===== config.mk =====
export PLATFORM = sky130hd
export DESIGN_NAME = bridge_txn_queue
export DESIGN_NICKNAME = d
export VERILOG_FILES = /design/src/rtl/bridge_txn_pkg.sv /design/src/rtl/bq_fifo.sv /design/src/rtl/bq_dly_table.sv /design/src/rtl/bridge_txn_queue.sv
export SDC_FILE = /design/constraint.sdc
export NUM_CORES = 2
export LEC_CHECK = 0
export BUFFER_PORTS_ARGS = -buffer_cell sky130_fd_sc_hd__clkbuf_2
export CAP_MARGIN = 20
export CORE_MARGIN = 2
export CORE_UTILIZATION = 51
export DETAILED_ROUTE_END_ITERATION = 16
export GPL_ROUTABILITY_DRIVEN = 0
export GPL_TIMING_DRIVEN = 1
export PLACE_DENSITY = 0.75
export SYNTH_ARGS = -nofsm -noshare
export SYNTH_HDL_FRONTEND = slang
export SYNTH_SLANG_ARGS = --single-unit

===== constraint.sdc =====
create_clock -name clk -period 8.75 [get_ports clk]
set_input_delay 0.4375 -clock clk [delete_from_list [all_inputs] [get_ports clk]]
set_output_delay 0.4375 -clock clk [all_outputs]
set_load 0.005 [all_outputs]

===== src/rtl/bridge_txn_pkg.sv =====
package bridge_txn_pkg;

  localparam logic [3:0] CMD_MEM_WR     = 4'b0111;
  localparam logic [3:0] CMD_MEM_WRINV  = 4'b1111;
  localparam logic [3:0] CMD_IO_WR      = 4'b0011;
  localparam logic [3:0] CMD_CFG_WR     = 4'b1011;
  localparam logic [3:0] CMD_MEM_RD     = 4'b0110;
  localparam logic [3:0] CMD_MEM_RDLINE = 4'b1110;
  localparam logic [3:0] CMD_MEM_RDMULT = 4'b1100;
  localparam logic [3:0] CMD_IO_RD      = 4'b0010;
  localparam logic [3:0] CMD_CFG_RD     = 4'b1010;

  typedef enum logic [1:0] {
    K_NONE   = 2'd0,
    K_POSTED = 2'd1,
    K_DLY_WR = 2'd2,
    K_DLY_RD = 2'd3
  } txn_kind_t;

  typedef enum logic [1:0] {
    RSP_NONE   = 2'b00,
    RSP_POSTED = 2'b01,
    RSP_RETRY  = 2'b10,
    RSP_DONE   = 2'b11
  } rsp_kind_t;

  // Sorts a command code into its handling class.
  function automatic txn_kind_t classify_cmd(input logic [3:0] c);
    case (c)
      CMD_MEM_WR, CMD_MEM_WRINV:                  return K_POSTED;
      CMD_IO_WR, CMD_CFG_WR:                      return K_DLY_WR;
      CMD_MEM_RD, CMD_MEM_RDLINE, CMD_MEM_RDMULT,
      CMD_IO_RD, CMD_CFG_RD:                      return K_DLY_RD;
      default:                                    return K_NONE;
    endcase
  endfunction

endpackage


===== src/rtl/bq_fifo.sv =====
module bq_fifo #(
  parameter int WIDTH = 8,
  parameter int DEPTH = 8
) (
  input  logic             clk,
  input  logic             rst_n,
  input  logic             wr_en,
  input  logic [WIDTH-1:0] wr_data,
  input  logic             rd_en,
  output logic [WIDTH-1:0] rd_data,
  output logic             empty,
  output logic             full
);
  localparam int PW = (DEPTH > 1) ? $clog2(DEPTH) : 1;
  localparam int CW = $clog2(DEPTH + 1);

  logic [WIDTH-1:0] mem [DEPTH];
  logic [PW-1:0]    wp, rp;
  logic [CW-1:0]    cnt;

  function automatic logic [PW-1:0] ptr_next(input logic [PW-1:0] p);
    return (p == PW'(DEPTH - 1)) ? '0 : p + 1'b1;
  endfunction

  assign empty   = (cnt == '0);
  assign full    = (cnt == CW'(DEPTH));
  assign rd_data = mem[rp];

  always_ff @(posedge clk) begin
    if (wr_en) mem[wp] <= wr_data;
  end

  always_ff @(posedge clk or negedge rst_n) begin
    if (!rst_n) begin
      wp  <= '0;
      rp  <= '0;
      cnt <= '0;
    end else begin
      if (wr_en) wp <= ptr_next(wp);
      if (rd_en) rp <= ptr_next(rp);
      case ({wr_en, rd_en})
        2'b10:   cnt <= cnt + 1'b1;
        2'b01:   cnt <= cnt - 1'b1;
        default: cnt <= cnt;
      endcase
    end
  end

  // the producer never pushes into a full store
  assert_no_overflow_R9: assert property (@(posedge clk) disable iff (!rst_n)
    wr_en |-> (!full || rd_en));
  // an entry is only taken when one is held
  assert_no_underflow_R4: assert property (@(posedge clk) disable iff (!rst_n)
    rd_en |-> !empty);

endmodule


===== src/rtl/bq_dly_table.sv =====
module bq_dly_table #(
  parameter int AW    = 32,
  parameter int DW    = 32,
  parameter int DEPTH = 4
) (
  input  logic                     clk,
  input  logic                     rst_n,
  input  logic                     req_go,
  input  logic                     req_is_wr,
  input  logic [3:0]               req_cmd,
  input  logic [AW-1:0]            req_addr,
  input  logic [DW/8-1:0]          req_be,
  input  logic [DW-1:0]            req_wdata,
  output logic                     hit,
  output logic                     hit_done,
  output logic [DW-1:0]            hit_rdata,
  output logic                     hit_status,
  output logic                     tbl_full,
  output logic                     alloc_en,
  output logic [$clog2(DEPTH)-1:0] alloc_idx,
  input  logic                     issue_en,
  input  logic [$clog2(DEPTH)-1:0] issue_idx,
  output logic [3:0]               rd_cmd,
  output logic [AW-1:0]            rd_addr,
  output logic [DW/8-1:0]          rd_be,
  output logic [DW-1:0]            rd_wdata,
  input  logic                     cpl_valid,
  input  logic [$clog2(DEPTH)-1:0] cpl_tag,
  input  logic [DW-1:0]            cpl_rdata,
  input  logic                     cpl_status
);
  localparam int IW  = $clog2(DEPTH);
  localparam int BEW = DW / 8;

  logic [DEPTH-1:0] e_valid, e_issued, e_done, e_wr, match_vec;
  logic [3:0]       e_cmd    [DEPTH];
  logic [AW-1:0]    e_addr   [DEPTH];
  logic [BEW-1:0]   e_be     [DEPTH];
  logic [DW-1:0]    e_wdata  [DEPTH];
  logic [DW-1:0]    e_rdata  [DEPTH];
  logic [DEPTH-1:0] e_status;
  logic [IW-1:0]    hit_idx;
  logic             free_en;

  // Identity test used by the retry matcher.
  function automatic logic same_txn(input logic [3:0] ca, input logic [3:0] cb,
                                    input logic [AW-1:0] aa, input logic [AW-1:0] ab,
                                    input logic [BEW-1:0] ba, input logic [BEW-1:0] bb,
                                    input logic wr, input logic [DW-1:0] da,
                                    input logic [DW-1:0] db);
    return (ca == cb) && (aa == ab) && (ba == bb) && (!wr || (da == db));
  endfunction

  for (genvar g = 0; g < DEPTH; g++) begin : g_match
    assign match_vec[g] = e_valid[g] &&
      same_txn(e_cmd[g], req_cmd, e_addr[g], req_addr, e_be[g], req_be,
               e_wr[g], e_wdata[g], req_wdata);
  end

  always_comb begin
    hit_idx   = '0;
    alloc_idx = '0;
    for (int i = DEPTH - 1; i >= 0; i--) begin
      if (match_vec[i]) hit_idx = IW'(i);
      if (!e_valid[i])  alloc_idx = IW'(i);
    end
  end

  assign hit        = |match_vec;
  assign hit_done   = e_done[hit_idx];
  assign hit_rdata  = e_rdata[hit_idx];
  assign hit_status = e_status[hit_idx];
  assign tbl_full   = &e_valid;
  assign alloc_en   = req_go && !hit && !tbl_full;
  assign free_en    = req_go && hit && hit_done;

  assign rd_cmd   = e_cmd[issue_idx];
  assign rd_addr  = e_addr[issue_idx];
  assign rd_be    = e_be[issue_idx];
  assign rd_wdata = e_wdata[issue_idx];

  always_ff @(posedge clk) begin
    if (alloc_en) begin
      e_cmd[alloc_idx]   <= req_cmd;
      e_addr[alloc_idx]  <= req_addr;
      e_be[alloc_idx]    <= req_be;
      e_wdata[alloc_idx] <= req_wdata;
    end
    if (cpl_valid) begin
      e_rdata[cpl_tag]  <= cpl_rdata;
      e_status[cpl_tag] <= cpl_status;
    end
  end

  always_ff @(posedge clk or negedge rst_n) begin
    if (!rst_n) begin
      e_valid  <= '0;
      e_issued <= '0;
      e_done   <= '0;
      e_wr     <= '0;
    end else begin
      if (alloc_en) begin
        e_valid[alloc_idx]  <= 1'b1;
        e_issued[alloc_idx] <= 1'b0;
        e_done[alloc_idx]   <= 1'b0;
        e_wr[alloc_idx]     <= req_is_wr;
      end
      if (free_en)   e_valid[hit_idx]   <= 1'b0;
      if (issue_en)  e_issued[issue_idx] <= 1'b1;
      if (cpl_valid) e_done[cpl_tag]    <= 1'b1;
    end
  end

  // a repeated request never leaves two equal entries behind
  assert_single_match_R6: assert property (@(posedge clk) disable iff (!rst_n)
    $onehot0(match_vec));
  // only a held, not yet forwarded entry is issued
  assert_issue_pending_R5: assert property (@(posedge clk) disable iff (!rst_n)
    issue_en |-> (e_valid[issue_idx] && !e_issued[issue_idx]));
  // a completion lands on a forwarded entry still waiting for one
  assert_cpl_target_R7: assert property (@(posedge clk) disable iff (!rst_n)
    cpl_valid |-> (e_valid[cpl_tag] && e_issued[cpl_tag] && !e_done[cpl_tag]));
  // an entry is released only once its completion is stored
  assert_free_after_cpl_R10: assert property (@(posedge clk) disable iff (!rst_n)
    free_en |-> e_done[hit_idx]);

endmodule


===== src/rtl/bridge_txn_queue.sv =====
module bridge_txn_queue
  import bridge_txn_pkg::*;
#(
  parameter int AW       = 32,
  parameter int DW       = 32,
  parameter int PF_DEPTH = 8,
  parameter int DT_DEPTH = 4
) (
  input  logic                        clk,
  input  logic                        rst_n,
  input  logic                        req_valid,
  input  logic [3:0]                  req_cmd,
  input  logic [AW-1:0]               req_addr,
  input  logic [DW/8-1:0]             req_be,
  input  logic [DW-1:0]               req_wdata,
  output logic                        rsp_valid,
  output logic [1:0]                  rsp_code,
  output logic [DW-1:0]               rsp_rdata,
  output logic                        rsp_status,
  output logic                        fwd_valid,
  input  logic                        fwd_ready,
  output logic                        fwd_posted,
  output logic [3:0]                  fwd_cmd,
  output logic [AW-1:0]               fwd_addr,
  output logic [DW/8-1:0]             fwd_be,
  output logic [DW-1:0]               fwd_wdata,
  output logic [$clog2(DT_DEPTH)-1:0] fwd_tag,
  input  logic                        cpl_valid,
  input  logic [$clog2(DT_DEPTH)-1:0] cpl_tag,
  input  logic [DW-1:0]               cpl_rdata,
  input  logic                        cpl_status
);
  localparam int IW  = $clog2(DT_DEPTH);
  localparam int BEW = DW / 8;
  localparam int PFW = 4 + AW + BEW + DW;

  txn_kind_t  kind;
  rsp_kind_t  next_code;
  logic       posted_go, dly_go, pf_wr, pf_rd, pf_empty, pf_full;
  logic [PFW-1:0] pf_head;
  logic       hit, hit_done, hit_status, tbl_full, alloc_en;
  logic [DW-1:0] hit_rdata;
  logic [IW-1:0] alloc_idx, iq_head;
  logic       iq_rd, iq_empty, iq_full;
  logic [3:0] d_cmd;
  logic [AW-1:0] d_addr;
  logic [BEW-1:0] d_be;
  logic [DW-1:0]  d_wdata;
  logic       sel_posted, hold_q, held_posted_q, fire, done_now;

  assign kind      = classify_cmd(req_cmd);
  assign posted_go = req_valid && (kind == K_POSTED);
  assign dly_go    = req_valid && ((kind == K_DLY_WR) || (kind == K_DLY_RD));
  assign pf_wr     = posted_go && !pf_full;
  assign done_now  = dly_go && hit && hit_done;

  always_comb begin
    case (kind)
      K_POSTED: next_code = pf_full ? RSP_RETRY : RSP_POSTED;
      K_DLY_WR,
      K_DLY_RD: next_code = done_now ? RSP_DONE : RSP_RETRY;
      default:  next_code = RSP_NONE;
    endcase
  end

  bq_fifo #(.WIDTH(PFW), .DEPTH(PF_DEPTH)) u_posted (
    .clk(clk), .rst_n(rst_n),
    .wr_en(pf_wr), .wr_data({req_cmd, req_addr, req_be, req_wdata}),
    .rd_en(pf_rd), .rd_data(pf_head), .empty(pf_empty), .full(pf_full)
  );

  bq_dly_table #(.AW(AW), .DW(DW), .DEPTH(DT_DEPTH)) u_table (
    .clk(clk), .rst_n(rst_n),
    .req_go(dly_go), .req_is_wr(kind == K_DLY_WR),
    .req_cmd(req_cmd), .req_addr(req_addr), .req_be(req_be), .req_wdata(req_wdata),
    .hit(hit), .hit_done(hit_done), .hit_rdata(hit_rdata), .hit_status(hit_status),
    .tbl_full(tbl_full), .alloc_en(alloc_en), .alloc_idx(alloc_idx),
    .issue_en(iq_rd), .issue_idx(iq_head),
    .rd_cmd(d_cmd), .rd_addr(d_addr), .rd_be(d_be), .rd_wdata(d_wdata),
    .cpl_valid(cpl_valid), .cpl_tag(cpl_tag), .cpl_rdata(cpl_rdata),
    .cpl_status(cpl_status)
  );

  // Allocation order of delayed entries, oldest at the head.
  bq_fifo #(.WIDTH(IW), .DEPTH(DT_DEPTH)) u_order (
    .clk(clk), .rst_n(rst_n),
    .wr_en(alloc_en), .wr_data(alloc_idx),
    .rd_en(iq_rd), .rd_data(iq_head), .empty(iq_empty), .full(iq_full)
  );

  assign sel_posted = hold_q ? held_posted_q : !pf_empty;
  assign fwd_valid  = sel_posted ? !pf_empty : !iq_empty;
  assign fire       = fwd_valid && fwd_ready;
  assign pf_rd      = fire && sel_posted;
  assign iq_rd      = fire && !sel_posted;
  assign fwd_posted = sel_posted;
  assign fwd_tag    = sel_posted ? '0 : iq_head;

  always_comb begin
    if (sel_posted) begin
      {fwd_cmd, fwd_addr, fwd_be, fwd_wdata} = pf_head;
    end else begin
      fwd_cmd   = d_cmd;
      fwd_addr  = d_addr;
      fwd_be    = d_be;
      fwd_wdata = d_wdata;
    end
  end

  always_ff @(posedge clk or negedge rst_n) begin
    if (!rst_n) begin
      hold_q        <= 1'b0;
      held_posted_q <= 1'b0;
      rsp_valid     <= 1'b0;
      rsp_code      <= RSP_NONE;
      rsp_rdata     <= '0;
      rsp_status    <= 1'b0;
    end else begin
      hold_q        <= fwd_valid && !fwd_ready;
      held_posted_q <= sel_posted;
      rsp_valid     <= req_valid && (kind != K_NONE);
      rsp_code      <= next_code;
      rsp_rdata     <= done_now ? hit_rdata : '0;
      rsp_status    <= done_now && hit_status;
    end
  end

  // a stalled offer stays put until taken
  assert_fwd_hold_R12: assert property (@(posedge clk) disable iff (!rst_n)
    (fwd_valid && !fwd_ready) |=> (fwd_valid && $stable(fwd_posted) &&
      $stable(fwd_cmd) && $stable(fwd_addr) && $stable(fwd_tag) && $stable(fwd_be)));
  // every response answers a request of the previous cycle
  assert_rsp_after_req_R3: assert property (@(posedge clk) disable iff (!rst_n)
    rsp_valid |-> $past(req_valid));
  // the order queue never outgrows the table
  assert_order_bounded_R2: assert property (@(posedge clk) disable iff (!rst_n)
    alloc_en |-> !iq_full);
  // a done response always follows a delayed request
  assert_done_is_delayed_R7: assert property (@(posedge clk) disable iff (!rst_n)
    (rsp_valid && rsp_code == RSP_DONE) |-> $past(dly_go));

endmodule


# == Word level (Yosys, flattened, before mapping) ==
# Memory sizes are Yosys's and may differ from the RTL's.
# Index checks and enable logic that the tools add are counted.
# word_totals
register_bits,71
ram_bits,1000
mem_bits_ro,32
input_bits,112
memories,8
# mem_list
memory,words,width,read_ports,rd_ports_with_merged_regs,write_ports,line,rtl
u_posted.mem,8,72,1,0,1,bq_fifo.sv:17,logic [WIDTH-1:0] mem [DEPTH];
u_table.e_addr,4,32,5,0,1,bq_dly_table.sv:37,logic [AW-1:0] e_addr [DEPTH];
u_table.e_rdata,4,32,1,0,1,bq_dly_table.sv:40,logic [DW-1:0] e_rdata [DEPTH];
u_table.e_wdata,4,32,5,0,1,bq_dly_table.sv:39,logic [DW-1:0] e_wdata [DEPTH];
(name not given),16,2,1,0,0,bridge_txn_pkg.sv:29,case (c)
u_table.e_be,4,4,5,0,1,bq_dly_table.sv:38,logic [BEW-1:0] e_be [DEPTH];
2 more memories,--,--,--,--,--,--,
# classes
n_addsub,8
magnitude_cmp,6
eq_ne,28
muxes,47
n_bitwise,6
n_reduce_logical,56
# op_table
operator,n
$eq 32x32->1,8
$mux 32,3
$eq 4x4->1,8
$logic_and 1x1->1,32
$mux 2,12
$mux 4,6
$mux 1,14
$eq 2x2->1 const B,6
$logic_not 1->1,11
$add 3x1->3 const B,3
$lt 2x3->1 const B,3
$and 4x4->4,2
$bwmux 4,2
$not 4->4,2
$or 4x4->4,2
$pmux 4 s2,1
$demux 1 s2,3
$eq 2x1->1 const B,3
$eq 3x3->1 const B,2
$ge 2x1->1 const B,3
$mux 3,2
$pmux 3 s2,1
$reduce_bool 2->1,3
$logic_or 1x1->1,5
12 further kinds,14

# == Longest topological paths before layout ==
# depth
word_depth,16
ltp_mapped,16

# == Modules after synthesis ==
# Synthesis repeated with hierarchy kept, for this count alone.
# hier_totals
hier_cells,2298
area_unflattened_um2,44445.1
# by_module_without_submodules
module,n_inst,cells_each,area_per_inst_um2
bq_fifo (u_posted),1,888,22210.1
bq_dly_table,1,1180,19297.3
bridge_txn_queue,1,182,2232.1
bq_fifo (u_order),1,48,705.7

# == Worst setup path after synthesis ==
# No wires, ideal clock.
# synth_timing
path_type,input-to-reg
start,in req_cmd[2]
end,mem u_posted.mem[0][0] (netlist name) (enable)
arrival_ps,6375
t_required_ps,8159
slack_ps,1785
path_stages,6
path_cell_list,buf_2 a21boi_0 and3_1 nand2_1 or2_2 nor3_1
# synth_between
elab_chain_len,6
# synth_lines
element,line,rtl
"start, declared",bridge_txn_queue.sv:12,"input logic [3:0] req_cmd,"
$mem_v2 16x2,--,
$eq 2x1->1,bridge_txn_queue.sv:52,assign posted_go = req_valid && (kind == K_POSTED);
$logic_and 1x1->1,bridge_txn_queue.sv:52,
$logic_and 1x1->1,bridge_txn_queue.sv:54,assign pf_wr = posted_go && !pf_full;
$mux 1,bq_fifo.sv:30,if (wr_en) mem[wp] <= wr_data;
$mux 1 (not written as such),bq_fifo.sv:30,
"end, declared",bq_fifo.sv:17,
# No other way between the ends.

==> load_flow_metrics.sql <==
INSERT INTO impl_metrics (metric_group, metric, value, unit) VALUES
('yosys', 'synth_ff_type', 'sky130_fd_sc_hd__edfxtp_1', ''),
('timing', 'rsz0062_at_grt', 'false', ''),
('flow_run', 'max_cap_viol_count', '0', ''),
('setup_path', 'crit_path_start_kind', 'register', ''),
('clock_network', 'tritoncts', 'built', ''),
('yosys', 'synth-warning-count', '0', ''),
('floorplan', 'chipHeight', '298', 'um'),
('setup_path', 'critical_path.top_delay_family', 'simple AND/OR/NAND/NOR gates', ''),
('power_and_ir_drop', 'comb_power_share', '0.220', ''),
('floorplan', 'starting_density', '0.515', ''),
('setup_path', 'timing.critical_path.from', 'u_table.e_wdata[2][21]$_DFFE_PP_', ''),
('clock_network', 'clock_insertion_delay_worst_skew', '0.68', 'ns'),
('timing', 'setup_viol', '0', ''),
('timing', 'hold_violations', '0', ''),
('timing', 'fmaxAchievable', '216', 'MHz'),
('clock_network', 'cts-buffers-inserted', '104', ''),
('yosys', 'postSynthAreaPerCell', '18.5', 'um2'),
('routing', 'avgViaCountPerCell', '6.15', ''),
('setup_path', 'cp-endpoint', 'u_table.e_wr[1]$_DFFE_PN0P_', ''),
('yosys', 'synth.cell_area', '44000', 'um2'),
('setup_path', 'critical_path.reg2reg.endpoint', 'u_table.e_wr[1]$_DFFE_PN0P_', ''),
('yosys', 'dominant_cell_type_by_area_after_synthesis', 'sky130_fd_sc_hd__edfxtp_1', ''),
('setup_path', 'worst_setup_ep_type', 'register', ''),
('yosys', 'synth.net_count', '2507', ''),
('clock_network', 'clk_path_buf_depth', '3', ''),
('global_routing', 'number_of_antenna_violations_at_the_first_check_in_global_routing', '7', ''),
('setup_path', 'crit_slowest_cell', 'sky130_fd_sc_hd__buf_4', ''),
('setup_path', 'cp.buffers_inverters', '1', ''),
('worst_hold_path', 'hold_class', 'in -> reg', ''),
('yosys', 'netlist_cell_types', '59', ''),
('timing', 'final_total_negative_setup_slack', '0', 'ns'),
('routing', 'drc', '0', ''),
('routing', 'routedWlPerCell', '27.5', 'um'),
('power_and_ir_drop', 'leakagePower', '16.4', 'nW'),
('global_routing', 'grtUsageTotal', '0.241', ''),
('setup_path', 'timing.setup.critical_path_class', 'reg -> reg', ''),
('routing', 'totalWireLength', '107', 'mm'),
('timing', 'timing.final.max_slew_violations', '0', ''),
('yosys', 'synth_cells', '2380', ''),
('routing', 'route.antenna.remaining_nets', '0', ''),
('power_and_ir_drop', 'power_frac_seq', '0.447', ''),
('timing', 'fin_crit_sh', '0.528', ''),
('placed_design', 'detailed_place.area', '46500', 'um2'),
('timing', 'layout_min_cycle_time', '4.62', 'ns'),
('yosys', 'synth_top_area_frac', '0.685', ''),
('global_routing', 'maximum_number_of_pins_on_one_net_before_global_route_repair', '101', ''),
('timing', 'relSlewSlack', '0.294', ''),
('setup_path', 'worstPathRequired', '9.28', 'ns'),
('timing', 'final.setup_skew', '0.0404', 'ns'),
('routing', 'vias', '24000', ''),
('global_routing', 'first_pass_grt_wire_length', '159', 'mm'),
('setup_path', 'critical_path_depth', '9', ''),
('clock_network', 'htreeDepth', '3', ''),
('placed_design', 'place.port_buffers', '223', ''),
('timing', 'max_slew.worst_pin.slew', '1.04', 'ns'),
('timing', 'holdWs', '0.0518', 'ns'),
('clock_network', 'cts.root.buffer_cell', 'sky130_fd_sc_hd__clkbuf_16', ''),
('global_routing', 'vias_in_the_first_global_route', '24300', ''),
('yosys', 'post-synth-top-count-cell', 'sky130_fd_sc_hd__edfxtp_1', ''),
('clock_network', 'post_cts_resized', '0', ''),
('setup_path', 'regToRegStartpoint', 'u_table.e_wdata[2][21]$_DFFE_PP_', ''),
('status', 'result_of_the_run', 'complete, no violations', ''),
('power_and_ir_drop', 'maximum_vdd_drop', '0.000272', 'V'),
('yosys', 'synthesized_flop_and_latch_total', '1071', ''),
('final_layout', 'layout-drive-gt1-share', '0.240', ''),
('floorplan', 'design.core.area', '85400', 'um2'),
('final_layout', 'n_fill_cell', '6250', ''),
('yosys', 'synth_commonest_cells', '1004 x sky130_fd_sc_hd__edfxtp_1, 236 x sky130_fd_sc_hd__xnor2_1, 218 x sky130_fd_sc_hd__mux4_2', ''),
('yosys', 'sequential_element_share_of_the_synthesized_area', '0.723', ''),
('final_layout', 'final_design_area_no_fill', '50300', 'um2'),
('yosys', 'synth.area.top_cells', 'sky130_fd_sc_hd__edfxtp_1 68%, sky130_fd_sc_hd__mux4_2 11%, sky130_fd_sc_hd__xnor2_1 4.7%, sky130_fd_sc_hd__dfrtp_1 3.8%, sky130_fd_sc_hd__mux2i_1 1.7%', '');
==> how the worst min path moves through the flow <==
| stage | depth (start not counted) | end | slack [ns] | start |
|---|---|---|---|---|
| finish | 2 | rsp_valid$_DFF_PN0_ | 0.05 | req_valid |
| global route | 2 | rsp_valid$_DFF_PN0_ | 0.06 | req_valid |
| CTS | 2 | rsp_valid$_DFF_PN0_ | 0.02 | req_valid |
| detailed placement | 1 | u_order.cnt[2]$_DFFE_PN0P_ | 0.47 | u_order.cnt[2]$_DFFE_PN0P_ |
| global placement | 1 | u_order.cnt[2]$_DFFE_PN0P_ | 0.46 | u_order.cnt[2]$_DFFE_PN0P_ |
| floorplan | 0 | held_posted_q$_DFF_PN0_ | 0.14 | rst_n |
==> sequential cells by signal, summed over array words and instances (netlist names) <==
signal            flops
rsp_code              2
u_table.e_valid       4
u_table.e_wr          4
rsp_rdata            32
u_table.e_wdata     128
held_posted_q         1
u_table.e_be         16
u_posted.mem        576
u_posted.rp           3
u_table.e_done        4
u_table.e_rdata     128
u_table.e_addr      128
rsp_status            1
u_posted.cnt          4
u_posted.wp           3
u_table.e_status      4
u_order.rp            2
u_order.cnt           3
u_order.wp            2
u_table.e_cmd        16
u_order.mem           8
rsp_valid             1
hold_q                1
==> kinds of logic (layout without fill, tap and decap cells) <==
| group | after synthesis | after routing | synth area share |
|---|---|---|---|
| AND/OR/NAND/NOR | 355 | 355 | 0.0419 |
| AO/OA/AOI/OAI | 210 | 210 | 0.0299 |
| other | 0 | 2 | 0 |
| flip-flops | 1071 | 1071 | 0.723 |
| buffers and inverters | 139 | 513 | 0.0126 |
| XOR/XNOR | 288 | 288 | 0.0573 |
| multiplexers | 302 | 302 | 0.131 |
| adder cells (fa/ha/maj) | 15 | 15 | 0.00460 |
==> what timing repair did <==
action | CTS | global route
hold buffers | 35 | 0
endpoints found under the hold margin | 200 | 0
setup buffers | 0 | 0
==> metal layers <==
layer,global-route usage,share of wire
met5,0,0.00063
met4,0.0793,0.030
met3,0.0505,0.092
met2,0.380,0.48
met1,0.338,0.40
==> layout make-up <==
cell class / count / area [um2] / share of cell area
flip-flops and latches: 1071 / 31800 / 0.633
multi-input cells: 1170 / 11800 / 0.234
clock buffers: 139 / 2810 / 0.0558
repair buffers: 296 / 1780 / 0.0354
well taps: 1144 / 1430 / 0.0284
clock inverters: 56 / 594 / 0.0118
inverters: 22 / 82.6 / 0.00164
diodes: 2 / 5.00 / 0.0000995
==> power groups by stage <==
stage / sequential (W) / clock (W) / combinational, W
floorplan: 0.00589 / 0 / 0.00201
global placement: 0.00605 / 0 / 0.00289
detailed placement: 0.00607 / 0 / 0.00294
CTS: 0.00596 / 0.00450 / 0.00297
global route: 0.00598 / 0.00470 / 0.00316
finish: 0.00596 / 0.00445 / 0.00293
==> cell usage in the layout, fill, tap and decap left out, types with 6 or more instances in the layout <==
cell	netlist	routed
sky130_fd_sc_hd__and2_1	6	6
sky130_fd_sc_hd__a21oi_1	74	74
sky130_fd_sc_hd__clkbuf_2	1	222
sky130_fd_sc_hd__buf_4	3	37
sky130_fd_sc_hd__mux2i_1	75	74
sky130_fd_sc_hd__xor2_1	52	52
sky130_fd_sc_hd__ha_1	13	13
sky130_fd_sc_hd__xnor2_1	236	236
sky130_fd_sc_hd__dfrtp_1	67	64
sky130_fd_sc_hd__mux4_2	218	216
sky130_fd_sc_hd__nand2b_1	24	24
sky130_fd_sc_hd__clkinv_2	0	16
sky130_fd_sc_hd__nor3_1	15	13
sky130_fd_sc_hd__nor2_4	0	7
sky130_fd_sc_hd__nor2_1	20	12
sky130_fd_sc_hd__clkinv_1	0	20
sky130_fd_sc_hd__clkbuf_16	0	106
sky130_fd_sc_hd__o21ai_0	75	75
sky130_fd_sc_hd__nand2_1	141	141
sky130_fd_sc_hd__mux2_2	9	9
sky130_fd_sc_hd__dlygate4sd3_1	0	35
sky130_fd_sc_hd__nand3_1	18	18
sky130_fd_sc_hd__nand4_1	70	70
sky130_fd_sc_hd__bufinv_16	0	11
sky130_fd_sc_hd__inv_1	22	22
sky130_fd_sc_hd__clkbuf_1	78	30
sky130_fd_sc_hd__edfxtp_1	1004	1004
sky130_fd_sc_hd__nor4_1	31	31
sky130_fd_sc_hd__a32o_1	33	33
==> per-stage QoR <==
step	util	std cells	setup slack, ns	power (W)
after floorplan	-	2380	1.78	0.00790
after global placement	0.545	3667	3.91	0.00895
after detailed placement	0.545	3667	3.79	0.00901
after CTS	0.589	3897	4.12	0.0134
after global routing	0.589	3900	3.95	0.0138
final	0.589	3900	4.13	0.0133
No activity file was read; power rests on OpenSTA's default activity.
